**src/rtl/rtc_pkg.sv**
```systemverilog
`timescale 1ns/1ps
package rtc_pkg;

    localparam int BYTE_W    = 8;
    localparam int WIN_BYTES = 8;
    localparam int OFS_W     = $clog2(WIN_BYTES);

    // Byte offsets inside the clock window; the order is what the host decodes.
    typedef enum logic [OFS_W-1:0] {
        OFS_CTRL,
        OFS_SEC,
        OFS_MIN,
        OFS_HOUR,
        OFS_DAY,
        OFS_DATE,
        OFS_MONTH,
        OFS_YEAR
    } reg_ofs_e;

    // Each field is kept as a full BCD byte; unused high bits stay 0.
    typedef struct packed {
        logic [7:0] sec;
        logic [7:0] min;
        logic [7:0] hour;
        logic [7:0] day;
        logic [7:0] date;
        logic [7:0] month;
        logic [7:0] year;
    } bcd_time_t;

    typedef struct packed {
        logic       wr_hold;    // halt image, commit on clear
        logic       rd_freeze;  // freeze image for coherent read
        logic       cal_sign;
        logic [4:0] cal_mag;
    } ctrl_t;

    localparam bcd_time_t TIME_RESET = '{
        sec: 8'h00, min: 8'h00, hour: 8'h00, day: 8'h01,
        date: 8'h01, month: 8'h01, year: 8'h00
    };

    localparam logic [7:0] MASK_SEC   = 8'h7F;
    localparam logic [7:0] MASK_MIN   = 8'h7F;
    localparam logic [7:0] MASK_HOUR  = 8'h3F;
    localparam logic [7:0] MASK_DAY   = 8'h07;
    localparam logic [7:0] MASK_DATE  = 8'h3F;
    localparam logic [7:0] MASK_MONTH = 8'h1F;
    localparam logic [7:0] MASK_YEAR  = 8'hFF;

    function automatic logic [7:0] bcd2bin(input logic [7:0] v);
        return ({4'd0, v[7:4]} * 8'd10) + {4'd0, v[3:0]};
    endfunction

    function automatic logic [7:0] bcd_inc(input logic [7:0] v);
        if (v[3:0] >= 4'd9)
            return {v[7:4] + 4'd1, 4'd0};
        else
            return {v[7:4], v[3:0] + 4'd1};
    endfunction

    function automatic logic bcd_at_top(input logic [7:0] v, input logic [7:0] top);
        return bcd2bin(v) >= bcd2bin(top);
    endfunction

    function automatic logic [7:0] bcd_advance(input logic [7:0] v, input logic [7:0] lo,
                                               input logic [7:0] top);
        return bcd_at_top(v, top) ? lo : bcd_inc(v);
    endfunction

    function automatic logic is_leap(input logic [7:0] year);
        return (bcd2bin(year) % 8'd4) == 8'd0;
    endfunction

    function automatic logic [7:0] bcd_last_date(input logic [7:0] month, input logic [7:0] year);
        case (month)
            8'h02:                      return is_leap(year) ? 8'h29 : 8'h28;
            8'h04, 8'h06, 8'h09, 8'h11: return 8'h30;
            default:                    return 8'h31;
        endcase
    endfunction

    function automatic logic bcd_in_range(input logic [7:0] v, input logic [7:0] lo,
                                          input logic [7:0] top);
        return (v[3:0] <= 4'd9) && (v[7:4] <= 4'd9) &&
               (bcd2bin(v) >= bcd2bin(lo)) && (bcd2bin(v) <= bcd2bin(top));
    endfunction

endpackage

```
**src/rtl/rtc_live_counter.sv**
```systemverilog
`timescale 1ns/1ps
module rtc_live_counter
    import rtc_pkg::*;
(
    input  logic      clk,
    input  logic      rst,
    input  logic      advance,
    input  logic      load,
    input  bcd_time_t load_val,
    output bcd_time_t live
);

    bcd_time_t  cur_q;
    bcd_time_t  nxt;
    logic [7:0] date_top;
    logic [7:0] sec_n, min_n, hour_n, day_n, date_n, mon_n, year_n;
    logic       c_min, c_hour, c_day, c_mon, c_year;

    assign date_top = bcd_last_date(cur_q.month, cur_q.year);

    // Ripple carry: each field moves only when every field below it wraps.
    assign c_min  = advance && bcd_at_top(cur_q.sec, 8'h59);
    assign c_hour = c_min   && bcd_at_top(cur_q.min, 8'h59);
    assign c_day  = c_hour  && bcd_at_top(cur_q.hour, 8'h23);
    assign c_mon  = c_day   && bcd_at_top(cur_q.date, date_top);
    assign c_year = c_mon   && bcd_at_top(cur_q.month, 8'h12);

    assign sec_n  = bcd_advance(cur_q.sec,   8'h00, 8'h59);
    assign min_n  = bcd_advance(cur_q.min,   8'h00, 8'h59);
    assign hour_n = bcd_advance(cur_q.hour,  8'h00, 8'h23);
    assign day_n  = bcd_advance(cur_q.day,   8'h01, 8'h07);
    assign date_n = bcd_advance(cur_q.date,  8'h01, date_top);
    assign mon_n  = bcd_advance(cur_q.month, 8'h01, 8'h12);
    assign year_n = bcd_advance(cur_q.year,  8'h00, 8'h99);

    always_comb begin
        nxt = cur_q;
        if (advance) nxt.sec   = sec_n;
        if (c_min)   nxt.min   = min_n;
        if (c_hour)  nxt.hour  = hour_n;
        if (c_day) begin
            nxt.day  = day_n;
            nxt.date = date_n;
        end
        if (c_mon)   nxt.month = mon_n;
        if (c_year)  nxt.year  = year_n;
    end

    always_ff @(posedge clk) begin
        if (rst)
            cur_q <= TIME_RESET;
        else if (load)
            cur_q <= load_val;
        else
            cur_q <= nxt;
    end

    assign live = cur_q;

endmodule

```
**src/rtl/rtc_hold_file.sv**
```systemverilog
`timescale 1ns/1ps
module rtc_hold_file
    import rtc_pkg::*;
(
    input  logic              clk,
    input  logic              rst,
    input  logic              host_wr,
    input  reg_ofs_e          ofs,
    input  logic [BYTE_W-1:0] wdata,
    input  logic              tick,
    input  bcd_time_t         live,
    output bcd_time_t         hold,
    output ctrl_t             ctrl,
    output logic              stop,
    output logic              ftest,
    output logic              commit
);

    ctrl_t     ctrl_q;
    bcd_time_t hold_q;
    logic      stop_q;
    logic      ft_q;
    logic      refresh_due_q;
    logic      wr_ctrl;
    logic      wr_time;
    logic      refresh;

    assign wr_ctrl = host_wr && (ofs == OFS_CTRL);
    assign wr_time = host_wr && ctrl_q.wr_hold;
    assign commit  = wr_ctrl && ctrl_q.wr_hold && !wdata[7];
    // Decision uses the control state of the refresh cycle itself.
    assign refresh = refresh_due_q && !ctrl_q.wr_hold && !ctrl_q.rd_freeze;

    always_ff @(posedge clk) begin
        if (rst) begin
            ctrl_q        <= '0;
            hold_q        <= TIME_RESET;
            stop_q        <= 1'b1;
            ft_q          <= 1'b0;
            refresh_due_q <= 1'b0;
        end else begin
            refresh_due_q <= tick;
            if (wr_ctrl)
                ctrl_q <= ctrl_t'(wdata);
            if (host_wr && (ofs == OFS_SEC))
                stop_q <= wdata[7];
            if (host_wr && (ofs == OFS_DAY))
                ft_q <= wdata[6];
            if (refresh) begin
                hold_q <= live;
            end else if (wr_time) begin
                case (ofs)
                    OFS_SEC:   hold_q.sec   <= wdata & MASK_SEC;
                    OFS_MIN:   hold_q.min   <= wdata & MASK_MIN;
                    OFS_HOUR:  hold_q.hour  <= wdata & MASK_HOUR;
                    OFS_DAY:   hold_q.day   <= wdata & MASK_DAY;
                    OFS_DATE:  hold_q.date  <= wdata & MASK_DATE;
                    OFS_MONTH: hold_q.month <= wdata & MASK_MONTH;
                    OFS_YEAR:  hold_q.year  <= wdata & MASK_YEAR;
                    default:   ;
                endcase
            end
        end
    end

    assign hold  = hold_q;
    assign ctrl  = ctrl_q;
    assign stop  = stop_q;
    assign ftest = ft_q;

endmodule

```
**src/rtl/rtc_read_mux.sv**
```systemverilog
`timescale 1ns/1ps
module rtc_read_mux
    import rtc_pkg::*;
(
    input  reg_ofs_e          ofs,
    input  bcd_time_t         hold,
    input  ctrl_t             ctrl,
    input  logic              stop,
    input  logic              ftest,
    output logic [BYTE_W-1:0] q
);

    always_comb begin
        case (ofs)
            OFS_CTRL:  q = ctrl;
            OFS_SEC:   q = hold.sec | {stop, 7'b0};
            OFS_MIN:   q = hold.min;
            OFS_HOUR:  q = hold.hour;
            OFS_DAY:   q = hold.day | {1'b0, ftest, 6'b0};
            OFS_DATE:  q = hold.date;
            OFS_MONTH: q = hold.month;
            default:   q = hold.year;
        endcase
    end

endmodule

```
**src/rtl/rtc_bytewide_clock.sv**
```systemverilog
`timescale 1ns/1ps
module rtc_bytewide_clock
    import rtc_pkg::*;
#(
    parameter int ADDR_W = 11
) (
    input  logic              clk,
    input  logic              rst,
    input  logic              cs,
    input  logic              we,
    input  logic [ADDR_W-1:0] addr,
    input  logic [BYTE_W-1:0] wdata,
    input  logic              tick,
    output logic [BYTE_W-1:0] rdata
);

    logic              in_win;
    reg_ofs_e          ofs;
    logic              host_wr;
    logic              host_rd;
    bcd_time_t         live_time;
    bcd_time_t         hold_time;
    ctrl_t             ctrl_q;
    logic              stop_bit;
    logic              ft_bit;
    logic              commit;
    logic [BYTE_W-1:0] mux_q;

    // Clock window is the top WIN_BYTES addresses.
    assign in_win  = &addr[ADDR_W-1:OFS_W];
    assign ofs     = reg_ofs_e'(addr[OFS_W-1:0]);
    assign host_wr = cs && we && in_win;
    assign host_rd = cs && !we;

    rtc_hold_file u_hold (
        .clk    (clk),
        .rst    (rst),
        .host_wr(host_wr),
        .ofs    (ofs),
        .wdata  (wdata),
        .tick   (tick),
        .live   (live_time),
        .hold   (hold_time),
        .ctrl   (ctrl_q),
        .stop   (stop_bit),
        .ftest  (ft_bit),
        .commit (commit)
    );

    rtc_live_counter u_live (
        .clk     (clk),
        .rst     (rst),
        .advance (tick && !stop_bit),
        .load    (commit),
        .load_val(hold_time),
        .live    (live_time)
    );

    rtc_read_mux u_mux (
        .ofs  (ofs),
        .hold (hold_time),
        .ctrl (ctrl_q),
        .stop (stop_bit),
        .ftest(ft_bit),
        .q    (mux_q)
    );

    always_ff @(posedge clk) begin
        if (rst)
            rdata <= '0;
        else if (host_rd)
            rdata <= in_win ? mux_q : '0;
    end

endmodule

```
**config.mk**
```make
export PLATFORM = sky130hd
export DESIGN_NAME = rtc_bytewide_clock
export DESIGN_NICKNAME = d
export VERILOG_FILES = /design/src/rtl/rtc_pkg.sv /design/src/rtl/rtc_live_counter.sv /design/src/rtl/rtc_hold_file.sv /design/src/rtl/rtc_read_mux.sv /design/src/rtl/rtc_bytewide_clock.sv
export SDC_FILE = /design/constraint.sdc
export NUM_CORES = 1
export LEC_CHECK = 0
export ABC_AREA = 1
export BUFFER_PORTS_ARGS = -buffer_cell sky130_fd_sc_hd__buf_2
export CAP_MARGIN = 20
export CORE_UTILIZATION = 50
export DETAILED_ROUTE_END_ITERATION = 6
export GPL_TIMING_DRIVEN = 0
export PLACE_DENSITY = 0.69
export RECOVER_POWER = 25
export SLEW_MARGIN = 5
export SYNTH_ARGS = -nofsm -noshare
export SYNTH_HDL_FRONTEND = slang
export SYNTH_HIERARCHICAL = 1
export SYNTH_SLANG_ARGS = --single-unit
```
**constraint.sdc**
```tcl
create_clock -name clk -period 8.3 [get_ports clk]
set_clock_uncertainty 0.1 [all_clocks]
set_input_delay 0.83 -clock clk [delete_from_list [all_inputs] [get_ports clk]]
set_output_delay 0.83 -clock clk [all_outputs]
set_load 0.02 [all_outputs]
```
Yosys cells after proc, flatten, opt, wreduce, memory -nomap -nowiden
Cells that the tools add are included.
W data, S select, Z words.
{"block": "totals", "register_bits": 131, "latchBits": 0, "ram_bits": 0, "mem_bits_ro": 0, "inputBits": 24, "output_inout_bits": 8, "wordCells": 182, "mem_count": 0}
{"block": "classes", "addsub": 22, "mul": 8, "div_mod_pow": 0, "order_cmp": 14, "eq_ne": 12, "shifts": 0, "mux": 34, "bitwise": 2, "reduce_logical": 61}
{"operator": "$mux W8", "count": 27}
{"operator": "$mux W56", "count": 3}
{"operator": "$add A8 B4 Y8", "count": 8}
{"operator": "$add A4 B1 Y4 const B", "count": 14}
{"operator": "$mul A4 B3 Y7 const B", "count": 8}
{"operator": "$pmux W8 S7", "count": 1}
{"operator": "$ge A4 B4 Y1 const B", "count": 7}
{"operator": "$reduce_and A2 Y1", "count": 14}
{"operator": "$reduce_bool A2 Y1", "count": 14}
{"operator": "$reduce_bool A3 Y1", "count": 7}
{"operator": "$logic_and A1 B1 Y1", "count": 17}
{"operator": "$eq A8 B3 Y1 const B", "count": 2}
{"operator": "$ge A8 B6 Y1 const B", "count": 2}
{"operator": "$mux W16", "count": 1}
{"operator": "$pmux W8 S2", "count": 1}
{"operator": "$eq A3 B3 Y1 const B", "count": 4}
{"operator": "$eq A8 B2 Y1 const B", "count": 1}
{"operator": "$eq A8 B4 Y1 const B", "count": 1}
{"operator": "$eq A8 B5 Y1 const B", "count": 1}
{"operator": "$ge A8 B3 Y1 const B", "count": 1}
{"operator": "$ge A8 B4 Y1 const B", "count": 1}
{"operator": "$ge A8 B5 Y1 const B", "count": 1}
{"operator": "$ge A8 B7 Y1 const B", "count": 1}
{"operator": "$ge A8 B8 Y1", "count": 1}
{"operator": "10 further kinds", "count": 15}

Longest topological paths before layout
Gate-level depths: netlist of run 1.
{"block": "logic_depth", "word_depth": 12, "mapped_depth": 23, "ltp_nobuf": 23}

Modules after synthesis
Netlist of run 1, hierarchy kept.
{"mod": "rtc_live_counter", "n_inst": 1, "cells_each": 914, "area_per_inst_um2": 6134.6, "seq_area_each_um2": 1121.1}
{"mod": "rtc_hold_file", "n_inst": 1, "cells_each": 431, "area_per_inst_um2": 2990.4, "seq_area_each_um2": 1341.3}
{"mod": "rtc_read_mux", "n_inst": 1, "cells_each": 144, "area_per_inst_um2": 744.5, "seq_area_each_um2": 0.0}
{"mod": "rtc_bytewide_clock", "n_inst": 1, "cells_each": 47, "area_per_inst_um2": 381.6, "seq_area_each_um2": 160.2}

Worst setup path before layout of run 1
OpenSTA, ideal clock, no wires.
{"block": "synth_timing", "kind": "in2reg", "from": "input addr[3]", "to": "register u_live.cur_q, in the netlist u_live/live[10]", "setup_ns": 0.071, "arrival_time_ns": 3.022, "t_required_ns": 8.129, "setup_slack_ns": 5.107, "stages": 14, "path_cell_list": "nand2_1 -> nor2_4 -> nand2_1 -> nor2_1 -> nand3_2 -> buf_2 -> nor3_1 -> buf_2 -> buf_1 -> clkbuf_1 -> nand2_1 -> o21ai_0 -> nand2_1 -> a21oi_1"}
{"block": "synth_between", "elab_chain_cells": 6, "word_cells_on_any_way": 7, "cone_classes": "1 x mux; 6 x reduce/logical"}
{"item": "start: declaration", "line_no": "rtc_bytewide_clock.sv:11", "rtl": "input logic [ADDR_W-1:0] addr,"}
{"item": "$reduce_and A8 Y1 *", "line_no": "rtc_bytewide_clock.sv:30", "rtl": "assign in_win = &addr[ADDR_W-1:OFS_W];"}
{"item": "$logic_and A1 B1 Y1 *", "line_no": "rtc_bytewide_clock.sv:32", "rtl": "assign host_wr = cs && we && in_win;"}
{"item": "named net host_wr", "line_no": "rtc_bytewide_clock.sv:19", "rtl": "logic host_wr;"}
{"item": "$logic_and A1 B1 Y1 *", "line_no": "rtc_hold_file.sv:28", "rtl": "assign wr_ctrl = host_wr && (ofs == OFS_CTRL);"}
{"item": "$logic_and A1 B1 Y1 * (2 in a row)", "line_no": "rtc_hold_file.sv:30", "rtl": "assign commit = wr_ctrl && ctrl_q.wr_hold && !wdata[7];"}
{"item": "named net commit", "line_no": "rtc_bytewide_clock.sv:26", "rtl": "logic commit;"}
{"item": "$mux W56 / $reduce_bool A2 Y1 (equally long branches)"}
{"item": "end signal: assignment", "line_no": "rtc_live_counter.sv:53", "rtl": "cur_q <= load_val;"}
{"item": "end signal: assignment", "line_no": "rtc_live_counter.sv:55", "rtl": "cur_q <= nxt;"}
{"item": "end: declaration", "line_no": "rtc_live_counter.sv:13", "rtl": "bcd_time_t cur_q;"}
The timed path passes the listed nets; every way through them passes the cells marked *.
A chain may end at the register's enable or synchronous reset.

Final worst setup path of run 1
{"block": "layout_timing", "from": "input addr[9]", "to": "register u_live.cur_q, in the netlist u_live/live[48]"}
The elaborated chain is that of the path after synthesis.

==> out/qor.txt, run 1 <==
Run status = finished, final reports clean
DRT antenna net count = 0
Placed cell areas = 10700 um^2
Worst-path clk slew = 60 ps
Grt ovf = 0
CTS max path bufs = 2
First-pass GRT wire length = 50200 um
Number of global-route vias before repair = 9635
#FFs+latches synth = 131
WL/cell = 16.7 um
Crit-path max FO = 10
Critical path class = in2reg
Synth Cell Area = 10300 um^2
Setup TNS = 0 ps
Worst IR Drop VDD = 0.111 mV
Syn nets = 1659
Die Ht = 145 um
Iter 0 DRT Violations = 858
Max cap viols = 0
Highest Clock Rate = 226 MHz
GRT Total Usage = 30.2%
PortBufs = 31
Synth warn = 6
Power density over the cells = 139 nW/um^2
Core Area = 20200 um^2
Post-DR vias/cell = 5.51
Final Setup Violations = 0
Post-synthesis sequential area ratio = 25.6%
Post-CTS Setup Inserts = 0
Final instance area = 11300 um^2
Initial antenna violation count = 1
Seq. cell area = 2620 um^2
Area Growth Syn to Fin = 10.1%
Drt drc = 0
CTS tree = yes
Setup crit start kind = input pin
Hpwl dp = 23500 um
Min-Delay Path Class = reg2reg
Post-Syn Instances = 1536
IO Count = 32
Final period utilization = 53.2%
Share of cells above drive strength 1 = 10.3%
CTS resizes = 0
Area of the multi-input gates = 6590 um^2
Min Tclk post-route = 4420 ps
Htree depth = 4
Post-Route WL = 31200 um
Hold_buf cts = 0
Worst Tran Pin Value = 827 ps
Skew-Pair Late Insertion Delay = 440 ps
Gpl congestion = 0.968
CP Capture Type = flip-flop
CTS Buf Count = 17
Die W = 145 um
Pleak = 0.00532 uW
TritonRoute pass-1 iters = 6
Syn_area_per_cell = 6.67 um^2
Hold Fails Final Rpt = 0
RSZ-0062 raised after global routing = no
Slew Limit Fails = 0
Critical Path AT = 4680 ps
Via count = 10300
Clock Tree Root = clkbuf_16
Die ar. = 21100 um^2
Worst EP required = 8560 ps
Starting Density = 50.8%
Clk sink count = 131
Largest net degree at the start of global routing = 17
Row cnt = 52
Yosys cell types = 53
Slew HR = 44.9%
Final nets = 1709
# fillers = 2024
==> final cells by class <==
class,instances,area share (%)
well taps,270,2.99
inverters,178,5.98
clock buffers,18,3.89
clock inverters,14,1.56
multi-input cells,1178,58.4
plain buffers,49,2.69
flip-flops and latches,131,23.2
repair buffers,31,1.26
diodes,1,0.0222
==> flip-flops by register name, summed over array words and instances, names as in the netlist <==
name and cells:
u_hold/hold 56, u_live/live 56, rdata 8, u_hold/ctrl 8, u_hold/ftest 1, u_hold/refresh_due_q 1
u_hold/stop 1
==> layout by cell type (no fill, tap or decap), types with 10 or more instances in the layout <==
master,count
nor2_1,157
o21ai_0,79
o21ai_1,14
nand3_1,144
fa_1,14
buf_4,10
a21oi_2,13
nand4_1,48
clkbuf_16,17
a31oi_1,11
clkbuf_1,26
a21oi_1,95
xor2_1,18
nand3b_1,10
inv_1,158
xnor2_1,11
inv_2,14
nand2_1,394
ha_1,85
buf_2,32
nor2_2,10
dfxtp_1,131
==> metrics by stage <==
stage | total power (uW) | setup slack [ps] | util, % | hold slack (ps) | instances
after floorplan | 740 | 5110 | - | 324 | 1536
after global placement | 786 | 3940 | 53.3 | 335 | 1837
after detailed placement | 787 | 3890 | 53.3 | 342 | 1837
after CTS | 1570 | 4340 | 56.3 | 351 | 1869
after global routing | 1610 | 3610 | 55.9 | 363 | 1869
final | 1570 | 3880 | 56.0 | 352 | 1870
==> per-layer routing <==
metal | GRT usage [%] | wire length (um) | vias up
met5 | 0 | 0 | -
met4 | 13.9 | 1210 | 0
met3 | 4.47 | 2030 | 76
met2 | 49.1 | 14100 | 314
met1 | 39.5 | 13900 | 4771
li1 | - | - | 5150
==> logic make-up after synthesis <==
logic type | synth area share (%)
AO/OA/AOI/OAI | 13.1
XOR/XNOR | 2.64
adder cells (fa/ha/maj) | 13.1
buffers and inverters | 9.67
flip-flops | 25.6
AND/OR/NAND/NOR | 35.9
==> power breakdown <==
group	internal (uW)	total, uW	switching, uW
logic	33.1	119	86.1
registers	643	656	13.0
clock network	484	797	313
==> cell usage after synthesis (all sizes together) <==
cell type,n,area share (%)
buf,35,2.5
o22ai,1,0.061
o21ai,101,5.3
and3,3,0.18
a211oi,3,0.22
nor2,176,7.6
xnor2,11,0.94
a21oi,108,5.7
o21bai,3,0.22
a21boi,1,0.073
clkbuf,14,0.51
or2,2,0.12
a31oi,11,0.67
nand4,48,2.9
clkinv,3,0.11
dfxtp,131,26
inv,175,6.5
nand3,148,7.6
nand3b,10,0.73
nor3,8,0.50
o2111ai,1,0.085
xor2,19,1.7
a22oi,2,0.15
and2,3,0.18
o221ai,2,0.17
ha,85,10
nand2,412,16
a21o,1,0.073
or3b,1,0.085
o211ai,1,0.073
o31ai,2,0.15
o21a,1,0.073
fa,14,2.7
==> worst max-delay path, stage by stage <==
cell and delay (ps):
buf_2 80, nand2_1 40, nor2_1 450, nand2_1 100, nor2_1 410, nand3_1 330
clkbuf_1 320, nor3_1 180, buf_2 290, buf_1 560, clkbuf_1 650, a22oi_1 220
a21oi_1 200
==> worst paths after layout <==
| path | end | cells past startpoint | slack [ps] | from |
|---|---|---|---|---|
| min | u_hold/ctrl[5] | 2 | 350 | u_hold/ctrl[5] |
| max | u_live/live[48] | 13 | 3880 | addr[9] |
| max reg2reg | u_live/live[7] | 18 | 4840 | u_live/live[21] |
| min reg2reg | u_hold/ctrl[5] | 2 | 350 | u_hold/ctrl[5] |
(Power assumes the default switching activity.)
==> inputs of run 2 (changes only) <==
==> constraint.sdc (replaced) <==
create_clock -name clk -period 4.5 [get_ports clk]
set_clock_uncertainty 0.1 [all_clocks]
set_input_delay 0.45 -clock clk [delete_from_list [all_inputs] [get_ports clk]]
set_output_delay 0.45 -clock clk [all_outputs]
set_load 0.02 [all_outputs]
==> run 2 against run 1 <==
  * Utilization is essentially flat
  * Sequential share of layout area about the same
  * Sequential cell count unchanged
  * Global-route usage did not move
  * Hold slack got worse by 200 ps
  * First-iteration DRC count fell by 0.93%
  * Final cell count unchanged
  * Highest routed layer unchanged
==> out/qor.txt, run 2 (same netlist as run 1, synthesis figures left out) <==
Most frequent cells in the layout = nand2_1, inv_1, nor2_1
CP Capture Type = flip-flop
Setup crit start kind = input pin
Hold Fails Final Rpt = 0
Iter 0 DRT Violations = 850
CTS tree = yes
Run status = finished, final reports clean
Critical Path AT = 4140 ps
RSZ-0062 raised after global routing = no
Worst setup endpoint = u_live/live[51]
Drt drc = 0
Area Growth Syn to Fin = 10.2%
Power density over the cells = 256 nW/um^2
Met3 usage in global routing = 4.47%
R2r setup slk = 1040 ps
CTS resizes = 0
Post-CTS Setup Inserts = 0
Min-Delay Path Class = in2reg
Core Area = 20200 um^2
Die ar. = 21100 um^2
Max cap viols = 0
Post-DR vias/cell = 5.50
Via count = 10300
Worst Tran Pin Value = 817 ps
Launch point of the critical path = addr[9]
Worst-path clk slew = 60 ps
Most common library cell in the layout ignoring fill and taps = nand2_1
Slew Limit Fails = 0
Pleak = 0.00532 uW
Final Non-Filler Cells = 1870
WL/cell = 16.7 um
Number of global-route vias before repair = 9635
Setup TNS = 0 ps
Min Tclk post-route = 3880 ps
Starting Density = 50.8%
GRT Total Usage = 30.2%
Htree depth = 4
Final period utilization = 86.3%
Post-Route WL = 31100 um
Skew-Pair Late Insertion Delay = 430 ps
DRT antenna net count = 0
Met2 Track Usage GR = 49.1%
IO Count = 32
Initial antenna violation count = 1
Worst r2r src = u_live/live[21]
Die W = 145 um
Crit-path max FO = 10
Die Ht = 145 um
Final nets = 1709
TritonRoute pass-1 iters = 6
Largest net degree at the start of global routing = 17
Hpwl dp = 23500 um
Inst Count DP = 1837
# fillers = 2022
Critical path class = in2reg
Gr busiest metal = met2
Share of cells above drive strength 1 = 10.4%
Slew HR = 45.5%
Worst IR Drop VDD = 0.202 mV
Worst Reg2Reg Path Length in Cells = 18
CTS max path bufs = 2
Reg-to-Reg End = u_live/live[7]
Grt ovf = 0
GRT met1 Usage = 39.5%
Final Setup Violations = 0
Highest Clock Rate = 257 MHz
CTS Buf Count = 17
First-pass GRT wire length = 50200 um
PortBufs = 31
Clk sink count = 131
WHS = 152 ps
Gpl congestion = 0.968
Row cnt = 52
Hold_buf cts = 0
Worst EP required = 4760 ps
Clock Tree Root = clkbuf_16
## run 2: routing by layer
metal | up-vias | part of all wire, %
li1 | 5152 | -
met1 | 4755 | 44
met2 | 308 | 45
met3 | 67 | 6.7
met4 | 0 | 3.6
met5 | - | 0
## run 2: worst min-delay path by stage
stage | start | depth (start not counted) | endpoint
floorplan | u_hold/ctrl[4] | 2 | u_hold/ctrl[4]
global placement | u_hold/ctrl[4] | 2 | u_hold/ctrl[4]
detailed placement | u_hold/ctrl[5] | 2 | u_hold/ctrl[5]
CTS | tick | 3 | u_hold/refresh_due_q
global route | tick | 3 | u_hold/refresh_due_q
finish | tick | 3 | u_hold/refresh_due_q
## run 2: cell type report
type                       instances  area (um^2)  area share [%]
multi-input combinational       1178         6590            58.4
sequential                       131         2620            23.2
inverter                         178          674            5.97
clock buffer                      18          439            3.89
tap                              270          338            2.99
buffer                            49          305            2.70
clock inverter                    14          176            1.56
timing repair buffer              31          143            1.26
antenna                            1         2.50          0.0222
## run 2: worst max-delay path: stages
cell and delay [ps]:
buf_2 80, nand2_1 40, nor2_1 450, nand2_1 100, nor2_1 440, nand3_2 230, buf_2 250, nor3_1 130
buf_2 290, buf_1 570, clkbuf_1 590, nand2_1 180, o21ai_0 120, nand2_1 70, a21oi_1 120
## run 2: where the power goes
group	internal [uW]	switching, uW
clock	892	573
combinational	61.1	159
sequential	1190	24.0
## run 2: through the flow
| step | worst slack [ps] | util [%] | cell area, um^2 | total power, uW |
|---|---|---|---|---|
| after floorplan | 1630 | - | 10300 | 1360 |
| after global placement | 524 | 53.3 | 10700 | 1450 |
| after detailed placement | 472 | 53.3 | 10700 | 1450 |
| after CTS | 925 | 56.3 | 11400 | 2900 |
| after global routing | 395 | 56.0 | 11300 | 2970 |
| final | 615 | 56.0 | 11300 | 2890 |
==> inputs of run 3 (changes only) <==
--- a/config.mk
+++ b/config.mk
@@ -9,6 +9,7 @@
 export BUFFER_PORTS_ARGS = -buffer_cell sky130_fd_sc_hd__buf_2
 export CAP_MARGIN = 20
 export CORE_UTILIZATION = 50
+export CTS_CLUSTER_SIZE = 12
 export DETAILED_ROUTE_END_ITERATION = 6
 export GPL_TIMING_DRIVEN = 0
 export PLACE_DENSITY = 0.69
@@ -16,5 +17,4 @@
 export SLEW_MARGIN = 5
 export SYNTH_ARGS = -nofsm -noshare
 export SYNTH_HDL_FRONTEND = slang
-export SYNTH_HIERARCHICAL = 1
 export SYNTH_SLANG_ARGS = --single-unit
==> run 3 against run 2 <==
  * Final cell count is 13% lower
  * Total power is 5.1% lower
  * Fmax rose by 16%
  * Register-to-register slack improved by 120 ps
  * First-iteration DRC count is 2.8% higher
  * Sequential power about the same
==> out/qor.txt, run 3 <==
Run status = finished, final reports clean
Largest area contributor in the netlist = dfxtp_1
Synth Area in XOR/XNOR = 3.00%
Met3 usage in global routing = 6.39%
Pleak = 0.00478 uW
Syn nets = 1461
Yosys cell types = 53
CP max-delay cell = fa_1
Final Setup Violations = 0
CTS Buf Count = 17
Hold Path Depth = 3
Syn_area_per_cell = 6.99 um^2
Most common library cell in the layout ignoring fill and taps = nand2_1
CTS resizes = 0
Hpwl dp = 21400 um
RSZ-0062 raised after global routing = no
TritonRoute pass-1 iters = 6
Min-Delay Path Class = in2reg
Worst IR Drop VDD = 0.225 mV
Post-synthesis adder-cell area fraction = 14.4%
Crit path largest cell delay = 570 ps
CTS max path bufs = 2
Hold path startpoint = tick
Post-CTS Setup Inserts = 0
Initial antenna violation count = 0
Worst r2r src = u_live.live[37]
Hold EP = u_hold.refresh_due_q
Main combinational cell family by area after synthesis = simple AND/OR/NAND/NOR gates
Area Growth Syn to Fin = 10.4%
Via count = 9250
Slew HR = 29.8%
Gpl congestion = 1.02
Worst EP required = 4760 ps
GRT Total Usage = 30.0%
Top-area cell type share of the netlist area = 28.0%
Synth warn = 0
Final nets = 1508
Post-synth EDFFs = 0
Post-Route WL = 28200 um
Slew Limit Fails = 0
Setup TNS = 0 ps
Ant. Diodes = 0
CTS tree = yes
Worst Tran Pin Value = 1050 ps
Min Tclk post-route = 3340 ps
Skew-Pair Late Insertion Delay = 430 ps
IO Count = 32
Setup crit start kind = flip-flop
Die W = 139 um
Hold_buf cts = 0
First-pass GRT wire length = 45100 um
Largest net degree at the start of global routing = 17
Clk sink count = 131
GRT met1 Usage = 39.1%
Clock Tree Root = clkbuf_16
Grt ovf = 0
Htree depth = 4
Hold Fails Final Rpt = 0
Crit-path max FO = 10
Starting Density = 51.6%
Worst Reg2Reg Path Length in Cells = 16
Most frequent cells in the layout = nand2_1, inv_1, dfxtp_1
Share of cells above drive strength 1 = 7.37%
Mux contribution to synthesized area = 0%
Post-DR vias/cell = 5.69
Worst-path clk slew = 50 ps
Most frequent cell after synthesis = nand2_1
Reg-to-Reg End = u_live.live[27]
#FFs+latches synth = 131
WL/cell = 17.3 um
Number of global-route vias before repair = 8607
Drt drc = 0
Highest Clock Rate = 299 MHz
Worst Path Buf+Inv = 2
Post-Syn Instances = 1338
Ys flop type = dfxtp_1
Met2 Track Usage GR = 48.4%
Compound-Gate Fraction of Synth Area = 19.7%
Synth top area cells = dfxtp_1, nand2_1, ha_1
WHS = 184 ps
CP Cell Sequence = ha_1 -> ha_1 -> fa_1 -> nand2_1 -> nor2_1 -> nand2_1 -> nand3_1 -> nand2_1 -> nand2_1 -> inv_1 -> nand2_1 -> nand4_1 -> nand2_2 -> buf_4 -> o21ai_0 -> a21oi_1
Post-synthesis sequential area ratio = 28.0%
Largest delay contributor family on the critical path = adder cells
Die ar. = 19300 um^2
Iter 0 DRT Violations = 874
Die Ht = 139 um
Final period utilization = 74.2%
DRT antenna net count = 0
Row cnt = 49
R2r setup slk = 1160 ps
Power density over the cells = 266 nW/um^2
Critical Path AT = 3600 ps
CP Capture Type = flip-flop
Gr busiest metal = met2
Synth Cell Area = 9360 um^2
Post-Synth Simple-Gate Area = 26.1%
Critical path class = reg2reg
Crit path top cell by count = nand2_1
Core Area = 18100 um^2
PortBufs = 28
Commonest cells post-synth = nand2_1, inv_1, dfxtp_1
Max cap viols = 0
Final total power = 2750 uW
Async SR Flop Fraction = 0%
run 3: cell types whose count changed in the layout (fill, tap and decap cells not counted), sizes merged, moves of 11 or more:
cell,before,now
nor2,176,124
nand4,48,24
a22oi,2,19
o211ai,1,12
nand2,412,323
a31oi,11,38
buf,55,30
nand3,148,62
run 3: layer usage:
layer / wire length (um) / part of all wire [%]
met1: 12300 / 44
met2: 12600 / 45
met3: 2370 / 8.4
met4: 879 / 3.1
met5: 0 / 0
run 3: tightest hold or removal path, cell delays in order:
cell and delay [ps]:
buf_2 80, inv_1 60, nor2_1 80
run 3: worst max-delay path by stage:
| stage | start | to | slack (ps) | depth (start not counted) |
|---|---|---|---|---|
| 3_5_place_dp | u_live.live[37] | u_live.live[26] | 1230 | 16 |
| 2_1_floorplan | u_live.live[21] | u_live.live[22] | 1680 | 17 |
| 3_3_place_gp | u_live.live[37] | u_live.live[26] | 1260 | 16 |
| 5_1_grt | u_live.live[8] | u_live.live[13] | 920 | 22 |
| 4_1_cts | u_live.live[37] | u_live.live[26] | 1210 | 16 |
| 6_report | u_live.live[37] | u_live.live[27] | 1160 | 16 |
run 3: final cells by class:
cell class                 count  area, um^2
buffer                        32         160
inverter                     176         663
clock buffer                  21         450
tap                          229         287
multi-input combinational    999        5880
timing repair buffer          28         129
sequential                   131        2620
clock inverter                11         135
fill                        1732        7820
run 3: through the flow:
step	utilization, %	area [um^2]	cells	setup slack [ps]
floorplan	-	9360	1338	1680
global placement	53.9	9780	1595	1260
detailed placement	53.9	9780	1595	1230
CTS	57.1	10400	1627	1210
global route	56.9	10300	1627	923
finish	56.9	10300	1627	1160
run 3: report_power, final:
| group | internal (uW) | leakage [uW] | total [uW] | switching, uW |
|---|---|---|---|---|
| Sequential | 1180 | 0.00106 | 1190 | 15.9 |
| Clock | 878 | 0.000286 | 1400 | 519 |
| Combinational | 38.2 | 0.00344 | 157 | 119 |
run 3: cell families (layout without fill, tap and decap cells):
group / Yosys count / count (layout)
DFF: 131 / 131
xor gates and xnor gates: 32 / 32
buffers and inverters: 208 / 268
adders and majority gates: 99 / 99
and+or+nand+nor: 551 / 551
AOI/OAI and AO/OA: 317 / 317
